<file path="src/rtl/twi_pkg.sv">
package twi_pkg;
  localparam logic [3:0] DEV_PREAMBLE = 4'b1010;

  typedef enum logic [3:0] {
    ST_IDLE,
    ST_DEV,
    ST_DEV_ACK,
    ST_WADDR,
    ST_WADDR_ACK,
    ST_WDATA,
    ST_WDATA_ACK,
    ST_RDATA,
    ST_RACK,
    ST_WAIT_STOP
  } twi_state_e;
endpackage

</file>
<file path="src/rtl/twi_line_sync.sv">
module twi_line_sync #(
  parameter int SYNC_STAGES = 2
) (
  input  logic clk,
  input  logic rst,
  input  logic scl_i,
  input  logic sda_i,
  output logic sda_lvl,
  output logic scl_rise,
  output logic scl_fall,
  output logic start_det,
  output logic stop_det
);
  logic [SYNC_STAGES-1:0] scl_pipe, sda_pipe;
  logic scl_q, sda_q, scl_s, sda_s;

  always_ff @(posedge clk) begin
    if (rst) begin
      scl_pipe <= '1;
      sda_pipe <= '1;
      scl_q    <= 1'b1;
      sda_q    <= 1'b1;
    end else begin
      scl_pipe <= {scl_pipe[SYNC_STAGES-2:0], scl_i};
      sda_pipe <= {sda_pipe[SYNC_STAGES-2:0], sda_i};
      scl_q    <= scl_s;
      sda_q    <= sda_s;
    end
  end

  assign scl_s     = scl_pipe[SYNC_STAGES-1];
  assign sda_s     = sda_pipe[SYNC_STAGES-1];
  assign sda_lvl   = sda_s;
  assign scl_rise  = scl_s & ~scl_q;
  assign scl_fall  = ~scl_s & scl_q;
  assign start_det = scl_s & scl_q & sda_q & ~sda_s;
  assign stop_det  = scl_s & scl_q & ~sda_q & sda_s;
endmodule

</file>
<file path="src/rtl/twi_addr_match.sv">
module twi_addr_match #(
  parameter int PAGE_BITS = 3
) (
  input  logic [6:0] dev_bits,
  input  logic [2:0] hw_addr,
  output logic       hit,
  output logic [2:0] page
);
  import twi_pkg::*;
  localparam logic [2:0] CARE = 3'(3'b111 << PAGE_BITS);

  logic [2:0] sel;
  assign sel  = dev_bits[2:0];
  assign hit  = (dev_bits[6:3] == DEV_PREAMBLE) && (((sel ^ hw_addr) & CARE) == 3'b000);
  assign page = sel & ~CARE;
endmodule

</file>
<file path="src/rtl/twi_slave_fsm.sv">
module twi_slave_fsm #(
  parameter int ADDR_W = 11
) (
  input  logic              clk,
  input  logic              rst,
  input  logic              sda_lvl,
  input  logic              scl_rise,
  input  logic              scl_fall,
  input  logic              start_det,
  input  logic              stop_det,
  input  logic              hit,
  input  logic [2:0]        page,
  input  logic [7:0]        mem_rdata,
  output logic [7:0]        rx_byte,
  output logic              sda_oe,
  output logic [ADDR_W-1:0] mem_addr,
  output logic              mem_we,
  output logic [7:0]        mem_wdata
);
  import twi_pkg::*;

  twi_state_e        state;
  logic [3:0]        cnt;
  logic [7:0]        rx_sr, tx_sr;
  logic              rd_mode, acked;
  logic [ADDR_W-1:0] addr;

  assign rx_byte  = rx_sr;
  assign mem_addr = addr;

  always_ff @(posedge clk) begin
    if (rst) begin
      state     <= ST_IDLE;
      cnt       <= '0;
      rx_sr     <= '0;
      tx_sr     <= '1;
      rd_mode   <= 1'b0;
      acked     <= 1'b0;
      addr      <= '0;
      sda_oe    <= 1'b0;
      mem_we    <= 1'b0;
      mem_wdata <= '0;
    end else begin
      mem_we <= 1'b0;
      if (mem_we) addr <= addr + ADDR_W'(1);
      if (start_det) begin
        state  <= ST_DEV;
        cnt    <= '0;
        sda_oe <= 1'b0;
      end else if (stop_det) begin
        state  <= ST_IDLE;
        cnt    <= '0;
        sda_oe <= 1'b0;
      end else begin
        case (state)
          ST_DEV, ST_WADDR, ST_WDATA: begin
            if (scl_rise) begin
              rx_sr <= {rx_sr[6:0], sda_lvl};
              cnt   <= cnt + 4'd1;
            end else if (scl_fall && cnt == 4'd8) begin
              cnt <= '0;
              if (state == ST_DEV) begin
                if (hit) begin
                  sda_oe  <= 1'b1;
                  rd_mode <= rx_sr[0];
                  addr    <= (addr & ADDR_W'(8'hFF)) | ADDR_W'({page, 8'h00});
                  state   <= ST_DEV_ACK;
                end else begin
                  state <= ST_WAIT_STOP;
                end
              end else if (state == ST_WADDR) begin
                sda_oe     <= 1'b1;
                addr[7:0]  <= rx_sr;
                state      <= ST_WADDR_ACK;
              end else begin
                sda_oe    <= 1'b1;
                mem_we    <= 1'b1;
                mem_wdata <= rx_sr;
                state     <= ST_WDATA_ACK;
              end
            end
          end
          ST_DEV_ACK: begin
            if (scl_fall) begin
              if (rd_mode) begin
                tx_sr  <= {mem_rdata[6:0], 1'b1};
                sda_oe <= ~mem_rdata[7];
                addr   <= addr + ADDR_W'(1);
                cnt    <= 4'd1;
                state  <= ST_RDATA;
              end else begin
                sda_oe <= 1'b0;
                cnt    <= '0;
                state  <= ST_WADDR;
              end
            end
          end
          ST_WADDR_ACK, ST_WDATA_ACK: begin
            if (scl_fall) begin
              sda_oe <= 1'b0;
              cnt    <= '0;
              state  <= ST_WDATA;
            end
          end
          ST_RDATA: begin
            if (scl_fall) begin
              if (cnt == 4'd8) begin
                sda_oe <= 1'b0;
                cnt    <= '0;
                state  <= ST_RACK;
              end else begin
                sda_oe <= ~tx_sr[7];
                tx_sr  <= {tx_sr[6:0], 1'b1};
                cnt    <= cnt + 4'd1;
              end
            end
          end
          ST_RACK: begin
            if (scl_rise) begin
              acked <= ~sda_lvl;
            end else if (scl_fall) begin
              if (acked) begin
                tx_sr  <= {mem_rdata[6:0], 1'b1};
                sda_oe <= ~mem_rdata[7];
                addr   <= addr + ADDR_W'(1);
                cnt    <= 4'd1;
                state  <= ST_RDATA;
              end else begin
                sda_oe <= 1'b0;
                state  <= ST_WAIT_STOP;
              end
            end
          end
          default: sda_oe <= 1'b0;
        endcase
      end
    end
  end

  // the line is only pulled low after a falling clock edge
  assert_oe_on_scl_low_R8: assert property (@(posedge clk) disable iff (rst)
    $rose(sda_oe) |-> $past(scl_fall));
  // a stop leaves the slave idle and silent
  assert_stop_idles_R2: assert property (@(posedge clk) disable iff (rst)
    stop_det |=> (state == ST_IDLE) && !sda_oe);
  // a start always restarts device-byte reception
  assert_start_restarts_R1: assert property (@(posedge clk) disable iff (rst)
    start_det |=> (state == ST_DEV));
  // each stored byte is acknowledged
  assert_write_acked_R5: assert property (@(posedge clk) disable iff (rst)
    mem_we |-> sda_oe);
  // the write strobe lasts one cycle
  assert_we_pulse_R5: assert property (@(posedge clk) disable iff (rst)
    mem_we |=> !mem_we);
endmodule

</file>
<file path="src/rtl/twi_mem_slave.sv">
module twi_mem_slave #(
  parameter int MEM_BYTES   = 2048,
  parameter int SYNC_STAGES = 2
) (
  input  logic                         clk,
  input  logic                         rst,
  input  logic                         scl_i,
  input  logic                         sda_i,
  output logic                         sda_oe,
  input  logic [2:0]                   hw_addr,
  output logic [$clog2(MEM_BYTES)-1:0] mem_addr,
  output logic                         mem_we,
  output logic [7:0]                   mem_wdata,
  input  logic [7:0]                   mem_rdata
);
  localparam int ADDR_W    = $clog2(MEM_BYTES);
  localparam int PAGE_BITS = ADDR_W - 8;

  logic       sda_lvl, scl_rise, scl_fall, start_det, stop_det;
  logic       hit;
  logic [2:0] page;
  logic [7:0] rx_byte;

  initial begin
    assert_density_range_R4: assert (PAGE_BITS >= 0 && PAGE_BITS <= 3 && SYNC_STAGES >= 2);
  end

  twi_line_sync #(.SYNC_STAGES(SYNC_STAGES)) u_sync (
    .clk(clk), .rst(rst), .scl_i(scl_i), .sda_i(sda_i),
    .sda_lvl(sda_lvl), .scl_rise(scl_rise), .scl_fall(scl_fall),
    .start_det(start_det), .stop_det(stop_det)
  );

  twi_addr_match #(.PAGE_BITS(PAGE_BITS)) u_match (
    .dev_bits(rx_byte[7:1]), .hw_addr(hw_addr), .hit(hit), .page(page)
  );

  twi_slave_fsm #(.ADDR_W(ADDR_W)) u_fsm (
    .clk(clk), .rst(rst), .sda_lvl(sda_lvl), .scl_rise(scl_rise),
    .scl_fall(scl_fall), .start_det(start_det), .stop_det(stop_det),
    .hit(hit), .page(page), .mem_rdata(mem_rdata), .rx_byte(rx_byte),
    .sda_oe(sda_oe), .mem_addr(mem_addr), .mem_we(mem_we), .mem_wdata(mem_wdata)
  );
endmodule

</file>
<file path="config.mk">
export PLATFORM = sky130hd
export DESIGN_NAME = twi_mem_slave
export DESIGN_NICKNAME = d
export VERILOG_FILES = /design/src/rtl/twi_pkg.sv /design/src/rtl/twi_line_sync.sv /design/src/rtl/twi_addr_match.sv /design/src/rtl/twi_slave_fsm.sv /design/src/rtl/twi_mem_slave.sv
export SDC_FILE = /design/constraint.sdc
export NUM_CORES = 1
export LEC_CHECK = 0
export CAP_MARGIN = 10
export CORE_AREA = 5 5 84 86
export CTS_CLUSTER_SIZE = 40
export DETAILED_ROUTE_END_ITERATION = 7
export DIE_AREA = 0 0 89 91
export GPL_TIMING_DRIVEN = 0
export PLACE_DENSITY = 0.75
export SYNTH_ARGS = -nofsm -noshare
export SYNTH_HDL_FRONTEND = slang
export SYNTH_HIERARCHICAL = 1
export SYNTH_SLANG_ARGS = --single-unit
export TNS_END_PERCENT = 30
</file>
<file path="constraint.sdc">
create_clock -name clk -period 2.58 [get_ports clk]
set_clock_uncertainty 0.05 [all_clocks]
set_input_delay 0.516 -clock clk [delete_from_list [all_inputs] [get_ports clk]]
set_output_delay 0.516 -clock clk [all_outputs]
set_load 0.05 [all_outputs]
</file>
# Word level (Yosys, flattened, before mapping)
# Index checks and enable logic that the tools add are counted.
# word_totals
register_bits,53
inputBits,15
output_inout_bits,21
elab_cells,150
# op_classes
addsub,2
n_eq_ne,31
n_mux,64
bitwise,21
n_reduce_logical,17
# op_table
cell,count
11-bit two-way mux,11
4-bit two-way mux,20
8-bit two-way mux,9
4-bit case mux with 5 select lines,2
11-bit case mux with 3 select lines,1
"4-bit by 3-bit inequality test with 1-bit output, second input constant",6
8-bit case mux with 3 select lines,1
9-bit AND reduction,2
"4-bit by 3-bit equality test with 1-bit output, second input constant",4
1-bit two-way mux,16
"2-bit by 1-bit inequality test with 1-bit output, second input constant",8
8-bit AND reduction,2
7-bit AND reduction,2
1-bit NOT,13
"4-bit equality test, second input constant",3
"11-bit by 1-bit adder with 11-bit output, second input constant",1
8-bit by 11-bit OR with 11-bit output,1
10-bit AND reduction,1
"4-bit by 2-bit equality test with 1-bit output, second input constant",2
"4-bit inequality test, second input constant",2
4-bit AND reduction,2
1-bit bitwise AND,7
7-bit nonzero test,1
7-bit OR reduction,1
other kinds (13),17

# Logic depth before layout (Yosys ltp)
# Gate-level depths: netlist (run 1).
# depth
word_depth,9
depth_mapped,10

# Modules after synthesis
# The synthesis (run 1) kept the hierarchy.
# by_module_without_submodules
mod,n_inst,cells_per_inst,area_per_inst_um2,seq_area_each_um2
twi_slave_fsm,1,389,3110.5,920.9
twi_line_sync,1,16,190.2,120.1
twi_addr_match,1,4,35.0,0.0

# Least setup slack after synthesis (run 1)
# Ideal clock, no wire load.
# synth_timing
path_type,register to register
from,register u_fsm.addr[2] (netlist: u_fsm/mem_addr[2])
to,register u_fsm.addr[5] (netlist: u_fsm/mem_addr[5])
setup_ns,0.059
arrival_time_ns,2.361
required_time_ns,2.471
slack_ns,0.109
path_stages_with_launch,9
period_less_slack_ns,2.471
path_cell_list,dfxtp_1 -> buf_2 -> and3_1 -> clkbuf_1 -> nand4_1 -> or3b_1 -> a221o_1 -> o21ai_0 -> o31a_1
# synth_between
elab_chain_len,9
elab_cells_between_ends,15
# synth_lines
element,line,source
from (decl),twi_slave_fsm.sv:26,logic [ADDR_W-1:0] addr;
from (signal assigned),twi_slave_fsm.sv:45,if (mem_we) addr <= addr + ADDR_W'(1);
from (signal assigned),twi_slave_fsm.sv:66,"addr <= (addr & ADDR_W'(8'hFF)) | ADDR_W'({page, 8'h00});"
from (signal assigned),twi_slave_fsm.sv:73,addr[7:0] <= rx_sr;
11-bit by 1-bit adder with 11-bit output (*),"twi_slave_fsm.sv:45, twi_slave_fsm.sv:88, twi_slave_fsm.sv:125",
11-bit two-way mux,twi_slave_fsm.sv:45,
8-bit two-way mux / 11-bit two-way mux (equally long branches),"twi_slave_fsm.sv:71, twi_slave_fsm.sv:63",
8-bit two-way mux,twi_slave_fsm.sv:62,if (state == ST_DEV) begin
11-bit two-way mux,twi_slave_fsm.sv:60,end else if (scl_fall && cnt == 4'd8) begin
11-bit two-way mux,twi_slave_fsm.sv:57,if (scl_rise) begin
11-bit case mux with 3 select lines,twi_slave_fsm.sv:55,case (state)
11-bit two-way mux,twi_slave_fsm.sv:50,end else if (stop_det) begin
11-bit two-way mux (*),twi_slave_fsm.sv:46,if (start_det) begin
# Every way passes the cells marked *; elsewhere a longest branch is shown, timed or not.
# A chain may end at the register's enable or synchronous reset.

# Final worst setup path (run 1)
# layout_timing
from,register u_fsm.state[2]
to,register u_fsm.tx_sr[4]
# layout_between
elab_chain_len,3
elab_cells_between_ends,13
# layout_lines
element,line,source
from (decl),twi_slave_fsm.sv:22,twi_state_e state;
from (signal assigned),twi_slave_fsm.sv:33,state <= ST_IDLE;
from (signal assigned),twi_slave_fsm.sv:47,state <= ST_DEV;
from (signal assigned),twi_slave_fsm.sv:51,state <= ST_IDLE;
4-bit equality test (tied with other cells),twi_slave_fsm.sv:55,
2-bit by 1-bit inequality test with 1-bit output (no line) (tied with other cells),--,
10-bit AND reduction (no line),--,
to (signal assigned),twi_slave_fsm.sv:86,"tx_sr <= {mem_rdata[6:0], 1'b1};"
to (signal assigned),twi_slave_fsm.sv:113,"tx_sr <= {tx_sr[6:0], 1'b1};"
to (signal assigned),twi_slave_fsm.sv:123,"tx_sr <= {mem_rdata[6:0], 1'b1};"
to (decl),twi_slave_fsm.sv:24,"logic [7:0] rx_sr, tx_sr;"
# Several ways; a longest one is shown, not always the timed one.

==> results of run 1 <==
==> sequential cells by signal, summed over array words and instances, names as in the netlist <==
register	flops
u_fsm/acked	1
u_fsm/cnt	4
u_fsm/mem_addr	11
u_fsm/mem_wdata	8
u_fsm/mem_we	1
u_fsm/rd_mode	1
u_fsm/rx_byte	8
u_fsm/sda_oe	1
u_fsm/state	4
u_fsm/tx_sr	7
u_sync/scl_pipe	2
u_sync/scl_q	1
u_sync/sda_pipe	2
u_sync/sda_q	1
==> routing by layer <==
layer | wire length, um | global-route usage
met2 | 4420 | 0.359
met1 | 4290 | 0.353
met4 | 147 | 0.0720
met3 | 843 | 0.0452
met5 | 0 | 0
==> report_power, final <==
| group | switching, uW | leakage, uW | internal (uW) |
|---|---|---|---|
| clock network | 305 | 0.0000607 | 300 |
| logic | 721 | 0.00104 | 476 |
| registers | 63.7 | 0.000423 | 897 |
| total | 1090 | 0.00152 | 1670 |
==> cells by family (layout without fill, tap and decap cells) <==
logic type                 after synthesis  count (layout)
and+or+nand+nor                        151             151
AOI/OAI and AO/OA                      118             118
DFF                                     52              52
buffers and inverters                   42              84
muxes                                   27              27
xor gates and xnor gates                16              16
adders and majority gates                3               3
==> layout by cell type (no fill, tap or decap), drive strengths merged, types with 4 or more instances in the layout <==
cell type | netlist | final
nand2b | 6 | 6
a211oi | 4 | 4
buf | 20 | 20
clkdlybuf4s50 | 0 | 32
nor2 | 48 | 48
xnor2 | 6 | 6
a21oi | 18 | 18
nand4 | 8 | 8
o211ai | 7 | 7
nor2b | 9 | 9
nand2 | 25 | 25
inv | 7 | 9
clkbuf | 15 | 22
and3 | 4 | 4
a221oi | 6 | 6
a211o | 9 | 9
or2 | 8 | 8
nor3b | 7 | 7
mux2i | 26 | 26
o21ai | 29 | 29
and2 | 5 | 5
dfxtp | 52 | 52
xor2 | 10 | 10
nor3 | 8 | 8
or3 | 5 | 5
a22oi | 5 | 5
==> worst reg2reg max path, delay by kind of cell, from the launching register on <==
| kind | cells | cell delay (ns) |
|---|---|---|
| buffers and inverters | 4 | 0.81 |
| DFF | 1 | 0.38 |
| and+or+nand+nor | 3 | 0.76 |
| AOI/OAI and AO/OA | 2 | 0.40 |
==> synth_stat cells, types with 4 or more instances <==
cell / number
clkbuf_1: 15
or2_1: 6
xnor2_1: 6
o21ai_0: 29
a21oi_1: 17
buf_1: 4
and2_1: 4
buf_4: 5
dfxtp_1: 52
nor3b_1: 7
nand4_1: 8
or3_1: 4
mux2i_1: 26
a22oi_1: 5
a211oi_1: 4
inv_1: 7
nand2_1: 25
nor3_1: 8
a211o_1: 9
and3_1: 4
nand2b_1: 6
nor2b_1: 9
a221oi_1: 6
nor2_1: 48
buf_2: 10
o211ai_1: 7
xor2_1: 10
==> worst max path at each step <==
stage | from | end | slack (ns) | depth (start not counted)
after detailed placement | u_fsm/state[3] | u_fsm/mem_addr[9] | -0.19 | 6
after global routing | u_fsm/state[2] | u_fsm/tx_sr[4] | -0.03 | 9
final | u_fsm/state[2] | u_fsm/tx_sr[4] | 0.08 | 9
after floorplan | u_fsm/mem_addr[2] | u_fsm/mem_addr[5] | 0.11 | 8
after CTS | u_sync/sda_pipe[1] | u_fsm/mem_addr[9] | 0.01 | 7
after global placement | u_fsm/state[3] | u_fsm/mem_addr[9] | -0.23 | 6
==> area by class of cell <==
| type | count | area, um2 |
|---|---|---|
| fill | 539 | 2260 |
| multi-input combinational | 315 | 2150 |
| sequential | 52 | 1040 |
| timing repair buffer | 34 | 335 |
| buffer | 35 | 175 |
| tap | 77 | 96.3 |
| clock buffer | 5 | 68.8 |
| clock inverter | 3 | 50.0 |
| inverter | 7 | 26.3 |
==> what timing repair did <==
item / in CTS / in global routing
gates cloned: 0 / 0
setup buffers: 0 / 2
pin swaps: 0 / 0
endpoints found under the setup margin: 13 / 19
gates resized for setup: 2 / 13
==> stage by stage <==
| step | total power [uW] | hold slack [ns] | worst slack (ns) | setup TNS, ns |
|---|---|---|---|---|
| 2_1_floorplan | 1810 | 0.333 | 0.109 | 0 |
| 3_3_place_gp | 2100 | 0.337 | -0.234 | -1.71 |
| 3_5_place_dp | 2100 | 0.345 | -0.193 | -1.05 |
| 4_1_cts | 2710 | 0.372 | 0.0108 | 0 |
| 5_1_grt | 2930 | 0.393 | -0.0290 | -0.0925 |
| 6_report | 2760 | 0.367 | 0.0811 | 0 |
==> impl_metrics.env, run 1 <==
export IMPL_status="finished clean"
export IMPL_reg2reg_from="u_fsm/state[2]"
export IMPL_synth_simple_area_share=0.245
export IMPL_yosysTopAreaCell="dfxtp_1"
export IMPL_die_area_um2=8100
export IMPL_ir_drop_uv=424
export IMPL_numPortBuffers=32
export IMPL_syn_inst=409
export IMPL_worstPathMaxFanout=10
export IMPL_clkLatencyLatePin_ns=0.31
export IMPL_dpl_cell_count=518
export IMPL_max_cap_viol_count=0
export IMPL_root_buffer="clkbuf_8"
export IMPL_first_pass_iters=5
export IMPL_synthesis_nets=427
export IMPL_min_path_cells=1
export IMPL_async_flop_share=0
export IMPL_drive_gt1_frac=0.0998
export IMPL_ctsHoldBuffers=0
export IMPL_first_iter_violations=430
export IMPL_cp_common_cell="buf_2"
export IMPL_initial_utilization=0.538
export IMPL_cts_made_buffers=5
export IMPL_clk_pin_slew_ns=0.11
export IMPL_synthAdderAreaFrac=0.0113
export IMPL_placed_area_um2=3750
export IMPL_finalMaxSlewViolations=0
export IMPL_min_from="u_sync/scl_pipe[0]"
export IMPL_finalNonFillerCells=528
export IMPL_synth_top_family_by_area="compound AO/OA/AOI/OAI gates"
export IMPL_synth_cell_types=67
export IMPL_wire_per_inst_um=18.4
export IMPL_fmax_mhz=400
export IMPL_synth_compound_area_frac=0.249
export IMPL_endpoint_kind="flip-flop"
export IMPL_wl_mm=9.71
export IMPL_fp_dieH_um=91
export IMPL_r2r_setup_slack_ns=0.08
export IMPL_worstMarginPinSlew_ns=0.607
export IMPL_ys_seq_area_frac=0.312
export IMPL_synthMuxAreaShare=0.0814
export IMPL_hold_path_class="flip-flop to flip-flop"
export IMPL_relSlewSlack=0.594
export IMPL_slowest_stage="or4_1"
export IMPL_rows=29
export IMPL_cts_max_level=2
export IMPL_routabilityCongestion=0.983
export IMPL_synth_edf_count=0
export IMPL_grt_pass1_wl_mm=15.6
export IMPL_syn2layout_area_growth_pct=18.2
export IMPL_grt_pass1_vias=3104
export IMPL_track_usage=0.241
export IMPL_crit_arrival_ns=2.65
export IMPL_synth_top_area_share=0.312
export IMPL_drc=0
export IMPL_cts_tree="built"
export IMPL_core_area_um2=6200
export IMPL_p_leak_uw=0.00152
export IMPL_grt_start_max_net_pins=19
export IMPL_p_per_area_nw_per_um2=701
export IMPL_cp_data_required_time_ns=2.74
export IMPL_antenna_found_initial=0
export IMPL_ioPinCount=36
export IMPL_overflow=0
export IMPL_cp_top_family="buffers and inverters"
export IMPL_nNetsFinal=468
export IMPL_viasPerCell=6.34
export IMPL_synth_seq_cells=52
export IMPL_fin_area_um2=3940
export IMPL_ys_dominant_reg_cell="dfxtp_1"
export IMPL_r2r_end="u_fsm/tx_sr[4]"
export IMPL_setup_violations=0
export IMPL_synth_warnings=6
export IMPL_path_cells="clkbuf_4 > nand4b_1 > buf_2 > nor2_1 > a21oi_1 > or4_1 > buf_2 > buf_4 > a211o_1"
export IMPL_min_to="u_sync/scl_pipe[1]"
export IMPL_min_period_ns=2.50
export IMPL_rsz0062_at_grt="true"
export IMPL_cp_num_buf_inv=4
export IMPL_dp_hpwl_mm=7.02
export IMPL_critPathKind="flip-flop to flip-flop"
export IMPL_final_hold_violation_count=0
export IMPL_cts_buffer_depth=2
export IMPL_post_route_util=0.635
export IMPL_cts_sinks=52
export IMPL_syn_area_per_cell_um2=8.16
export IMPL_reg2reg_depth=9
export IMPL_die_w_um=89
export IMPL_min_period_over_period=0.969
export IMPL_vias=3347
export IMPL_antenna_left=0
export IMPL_worstSetupStartpointType="flip-flop"
export IMPL_slowest_delay_ns=0.47
export IMPL_synth_area_leaders="dfxtp_1 31%, mux2i_1 7.8%, nor2_1 5.4%"
export IMPL_synthXorXnorAreaFrac=0.0420
export IMPL_diodes=0
export IMPL_netlist_area_um2=3340
No activity file was read; power rests on OpenSTA's default activity.
==> inputs of run 2 (changes only) <==
CELL_PAD_IN_SITES_DETAIL_PLACEMENT = 0   (was default)
CELL_PAD_IN_SITES_GLOBAL_PLACEMENT = 1   (was default)
CORE_AREA = 5 5 95 97   (was 5 5 84 86)
DIE_AREA = 0 0 100 102   (was 0 0 89 91)
HOLD_SLACK_MARGIN = 0.03   (was default)
PLACE_DENSITY = 0.77   (was 0.75)
==> run 2 against run 1 <==
Compared with the run above:
- flip-flop and latch count unchanged
- cell area up 0.98%
- sequential share of layout area down 0.29 points
- worst hold slack worse by 0.0024 ns
- fmax up 0.41%
- clock power down 17%
- critical path type unchanged
- largest cell class unchanged
- highest routed layer unchanged
==> impl_metrics.env, run 2 (synthesized netlist as in run 1, its figures left out) <==
export IMPL_cts_max_level=2
export IMPL_cts_tree="built"
export IMPL_max_cap_viol_count=0
export IMPL_critPathKind="flip-flop to flip-flop"
export IMPL_drive_gt1_frac=0.107
export IMPL_ioPinCount=36
export IMPL_placed_area_um2=3790
export IMPL_relSlewSlack=0.554
export IMPL_ctsHoldBuffers=0
export IMPL_wl_met2_mm=4.62
export IMPL_dpl_cell_count=546
export IMPL_fmax_mhz=402
export IMPL_clkLatencyLatePin_ns=0.32
export IMPL_final_cell_mix="52 x dfxtp_1, 48 x nor2_1, 32 x clkdlybuf4s50_1"
export IMPL_dp_hpwl_mm=7.17
export IMPL_finalNonFillerCells=561
export IMPL_crit_arrival_ns=2.63
export IMPL_cts_sinks=52
export IMPL_nNetsFinal=473
export IMPL_numPortBuffers=32
export IMPL_antenna_found_initial=0
export IMPL_fill_cells=814
export IMPL_final_hold_violation_count=0
export IMPL_rows=33
export IMPL_grt_pass1_wl_mm=16.2
export IMPL_min_period_ns=2.49
export IMPL_track_usage=0.199
export IMPL_fp_dieH_um=102
export IMPL_largest_register_ffs=11
export IMPL_min_from="u_sync/sda_pipe[0]"
export IMPL_viasPerCell=6.02
export IMPL_diodes=0
export IMPL_rsz0062_at_grt="true"
export IMPL_status="finished clean"
export IMPL_hold_path_class="flip-flop to flip-flop"
export IMPL_grt_pass1_vias=3129
export IMPL_grt_start_max_net_pins=18
export IMPL_wl_mm=10.1
export IMPL_setup_worst_path_start="u_fsm/state[1]"
export IMPL_fin_area_um2=3980
export IMPL_setup_violations=0
export IMPL_clk_pin_slew_ns=0.11
export IMPL_syn2layout_area_growth_pct=19.4
export IMPL_worstSetupStartpointType="flip-flop"
export IMPL_die_area_um2=10200
export IMPL_initial_utilization=0.414
export IMPL_finalPower_uw=2680
export IMPL_first_iter_violations=327
export IMPL_min_period_over_period=0.965
export IMPL_cts_buffer_depth=2
export IMPL_root_buffer="clkbuf_8"
export IMPL_p_per_area_nw_per_um2=674
export IMPL_finalMaxSlewViolations=0
export IMPL_first_pass_iters=5
export IMPL_layout_commonest_cell="dfxtp_1"
export IMPL_hold_ws_ns=0.365
export IMPL_reg2reg_from="u_fsm/state[1]"
export IMPL_ir_drop_uv=264
export IMPL_top_layer="met4"
export IMPL_antenna_left=0
export IMPL_worstMarginPinSlew_ns=0.668
export IMPL_vias=3376
export IMPL_cp_data_required_time_ns=2.72
export IMPL_wire_per_inst_um=17.9
export IMPL_overflow=0
export IMPL_min_path_cells=1
export IMPL_met1_length_mm=4.50
export IMPL_reg2reg_depth=8
export IMPL_cts_made_buffers=5
export IMPL_r2r_setup_slack_ns=0.09
export IMPL_endpoint_kind="flip-flop"
export IMPL_wl_met3_um=719
export IMPL_core_area_um2=8050
export IMPL_post_route_util=0.494
export IMPL_routabilityCongestion=0.929
export IMPL_die_w_um=100
export IMPL_drc=0
export IMPL_worstPathMaxFanout=10
export IMPL_p_leak_uw=0.00153
-- run 2: timing repair --
| action | in CTS | in global routing |
|---|---|---|
| pin swaps | 0 | 1 |
| resized for setup | 4 | 9 |
| hold endpoints to repair | 0 | 0 |
| setup buffers | 0 | 7 |
| endpoints found under the setup margin | 10 | 27 |
-- run 2: layout make-up --
type / count / area, um2 / share of cell area
Inverter: 7 / 26.3 / 0.00660
Sequential cell: 52 / 1040 / 0.261
Clock buffer: 5 / 68.8 / 0.0173
Timing Repair Buffer: 39 / 373 / 0.0937
Clock inverter: 3 / 22.5 / 0.00566
Tap cell: 105 / 131 / 0.0330
Buffer: 35 / 175 / 0.0440
Multi-Input combinational cell: 315 / 2140 / 0.538
-- run 2: report_power, final --
group	leakage, uW	switching, uW	internal, uW
Combinational	0.00106	727	490
Clock	0.0000485	309	196
Sequential	0.000422	65.8	896
Total	0.00153	1100	1580
-- run 2: path summary, 6_finish.rpt --
check	to
worst max-delay path	u_fsm/mem_wdata[1]
worst min-delay path	u_sync/sda_pipe[1]
worst max register to register	u_fsm/mem_wdata[1]
worst min register to register	u_sync/sda_pipe[1]
-- run 2: routing by layer --
metal | GRT usage | up-vias
met3 | 0.0334 | 33
li1 | - | 1596
met2 | 0.323 | 164
met5 | 0 | -
met1 | 0.272 | 1583
met4 | 0.0580 | 0
-- run 2: per-stage QoR --
step / worst slack [ns] / TNS, ns
floorplan: 0.109 / 0
global placement: -0.458 / -2.37
detailed placement: -0.552 / -3.01
CTS: 0.0529 / 0
global route: -0.0696 / -0.258
finish: 0.0914 / 0
-- run 2: worst max-delay path: stages, from the launching register on --
cell and delay [ns]:
dfxtp_1 0.39, buf_2 0.24, buf_2 0.25, buf_1 0.42, nor2_1 0.07, nand4_1 0.09, clkbuf_1 0.52, mux2i_1 0.25
nor2_1 0.06
==> inputs of run 3 (changes only) <==
CORE_AREA = 5 5 93 95   (was 5 5 95 97)
DIE_AREA = 0 0 98 100   (was 0 0 100 102)
PLACE_DENSITY = 0.76   (was 0.77)
SYNTH_HIERARCHICAL = default   (was 1)
==> run 3 against run 2 <==
Compared with the run above:
- synthesized area fell by 5.2%
- first-iteration DRC count down 23%
- synthesized cell count fell by 6.8%
- core utilization down 0.59 points
- count of clock-buffer cells in the layout did not move
- final cell count down 6.4%
- power down 43%
- critical path depth shrank 2
- largest power group is now sequential cells
==> impl_metrics.env, run 3 <==
export IMPL_worstSetupStartpointType="flip-flop"
export IMPL_numPortBuffers=32
export IMPL_syn_area_per_cell_um2=8.30
export IMPL_placed_area_um2=3610
export IMPL_critical_path_depth=6
export IMPL_setup_violations=0
export IMPL_worstPathMaxFanout=8
export IMPL_synth_area_leaders="dfxtp_1 33%, mux2i_1 7.3%, nor2_1 6.2%"
export IMPL_synth_warnings=0
export IMPL_syn_inst=381
export IMPL_grt_pass1_wl_mm=14.6
export IMPL_diodes=0
export IMPL_p_leak_uw=0.00135
export IMPL_grt_start_max_net_pins=20
export IMPL_final_cell_mix="52 x nor2_1, 52 x dfxtp_1, 32 x clkdlybuf4s50_1"
export IMPL_cp_top_family="simple AND/OR/NAND/NOR gates"
export IMPL_synth_seq_cells=52
export IMPL_slowest_delay_ns=0.50
export IMPL_multi_input_area_um2=1990
export IMPL_cts_tree="built"
export IMPL_clk_pin_slew_ns=0.12
export IMPL_die_w_um=98
export IMPL_viasPerCell=5.78
export IMPL_worstMarginPinSlew_ns=0.834
export IMPL_final_hold_violation_count=0
export IMPL_cts_buffer_depth=2
export IMPL_ys_dominant_reg_cell="dfxtp_1"
export IMPL_max_cap_viol_count=0
export IMPL_grt_pass1_vias=2880
export IMPL_synth_compound_area_frac=0.254
export IMPL_p_per_area_nw_per_um2=410
export IMPL_synth_cell_types=63
export IMPL_crit_arrival_ns=2.57
export IMPL_track_usage=0.181
export IMPL_rows=32
export IMPL_ioPinCount=36
export IMPL_hold_path_class="flip-flop to flip-flop"
export IMPL_fp_dieH_um=100
export IMPL_synth_simple_area_share=0.249
export IMPL_vias=3037
export IMPL_relSlewSlack=0.439
export IMPL_drc=0
export IMPL_min_period_ns=2.41
export IMPL_hold_ws_ns=0.370
export IMPL_synth_top_family_by_area="compound AO/OA/AOI/OAI gates"
export IMPL_synth_top_cells_by_count="52 x dfxtp_1, 52 x nor2_1, 23 x mux2i_1, 23 x nand2_1, 23 x o21ai_0"
export IMPL_synthXorXnorAreaFrac=0.0388
export IMPL_post_route_util=0.489
export IMPL_cts_max_level=2
export IMPL_ys_seq_area_frac=0.329
export IMPL_layout_area_seq_um2=1040
export IMPL_synthAdderAreaFrac=0.0119
export IMPL_async_flop_share=0
export IMPL_endpoint_kind="flip-flop"
export IMPL_cp_data_required_time_ns=2.74
export IMPL_ir_drop_uv=276
export IMPL_syn2layout_area_growth_pct=18.1
export IMPL_antenna_found_initial=0
export IMPL_nNetsFinal=440
export IMPL_netlist_area_um2=3160
export IMPL_overflow=0
export IMPL_first_pass_iters=5
export IMPL_fmax_mhz=415
export IMPL_synthMuxAreaShare=0.0728
export IMPL_reg2reg_depth=6
export IMPL_dp_hpwl_mm=6.59
export IMPL_synth_top_area_share=0.329
export IMPL_cts_sinks=52
export IMPL_drive_gt1_frac=0.0993
export IMPL_fin_tns_setup_ns=0
export IMPL_root_buffer="clkbuf_8"
export IMPL_min_path_cells=1
export IMPL_synthesis_nets=399
export IMPL_slowest_stage="nor4bb_2"
export IMPL_routabilityCongestion=0.877
export IMPL_rsz0062_at_grt="true"
export IMPL_cts_made_buffers=5
export IMPL_finalMaxSlewViolations=0
export IMPL_fin_area_um2=3740
export IMPL_clkLatencyLatePin_ns=0.32
export IMPL_core_area_um2=7650
export IMPL_die_area_um2=9800
export IMPL_wl_mm=8.87
export IMPL_antenna_left=0
export IMPL_critPathKind="flip-flop to flip-flop"
export IMPL_largest_register_ffs=11
export IMPL_synth_edf_count=0
export IMPL_yosysTopAreaCell="dfxtp_1"
export IMPL_status="finished clean"
export IMPL_fill_cells=763
export IMPL_min_period_over_period=0.934
export IMPL_cp_num_buf_inv=0
export IMPL_initial_utilization=0.414
export IMPL_wire_per_inst_um=16.9
export IMPL_path_cells="nor4bb_2 > nand4_1 > a21oi_1 > nor2_1 > a2111oi_0 > o21ai_1"
export IMPL_first_iter_violations=252
[run 3: cell types whose count changed after synthesis, sizes merged, moves of 5 or more]
cell    previous run  this run
a221oi             6         1
buf               20        11
nand3              3        13
o211ai             7         2
xnor2              6        12
xor2              10         2
[run 3: worst paths after layout]
check	slack [ns]	from	end
min reg2reg	0.37	u_sync.scl_pipe[0]	u_sync.scl_pipe[1]
max	0.17	u_fsm.rx_byte[5]	u_fsm.mem_addr[0]
max reg2reg	0.17	u_fsm.rx_byte[5]	u_fsm.mem_addr[0]
min	0.37	u_sync.scl_pipe[0]	u_sync.scl_pipe[1]
[run 3: metal layers]
metal | up-vias | wire length (um) | GRT usage
met2 | 107 | 3850 | 0.277
met3 | 13 | 516 | 0.0243
li1 | 1485 | - | -
met1 | 1432 | 4360 | 0.261
met4 | 0 | 150 | 0.0575
met5 | - | 0 | 0
[run 3: worst reg2reg max path, cell delays in order, from the launching register on]
cell and delay (ns):
dfxtp_1 0.47, nor4bb_2 0.50, nand4_1 0.40, a21oi_1 0.26
nor2_1 0.05, a2111oi_0 0.46, o21ai_1 0.12
[run 3: timing repair]
action                     CTS  global route
buffers inserted             0             2
hold buffers                 0             0
hold endpoints to repair     0             0
gates resized for setup      0             3
setup endpoints to repair    0             6
[run 3: cell families after synthesis]
kind of cell	after synthesis
muxes	23
DFF	52
xor gates and xnor gates	14
AOI/OAI and AO/OA	108
adders and majority gates	3
and+or+nand+nor	150
buffers and inverters	31
[run 3: where the power goes]
part           switching [uW]  total (uW)  leakage (uW)  internal [uW]
sequential               8.17         820      0.000421            812
clock                     327         532     0.0000515            205
combinational             106         179      0.000881           73.5
total                     441        1530       0.00135           1090
[run 3: layout make-up]
type | instances | area share
plain buffers | 25 | 0.0318
clock buffers | 5 | 0.0184
clock inverters | 3 | 0.00904
inverters | 6 | 0.00603
multi-input cells | 298 | 0.532
flip-flops and latches | 52 | 0.279
well taps | 102 | 0.0342
repair buffers | 34 | 0.0898
[run 3: stage by stage]
stage | worst slack, ns | total power, uW | instances
floorplan | 0.410 | 955 | 381
global placement | -0.00978 | 1010 | 515
detailed placement | 0.0827 | 1010 | 515
CTS | 0.0734 | 1540 | 523
global route | -0.0403 | 1600 | 525
finish | 0.170 | 1530 | 525
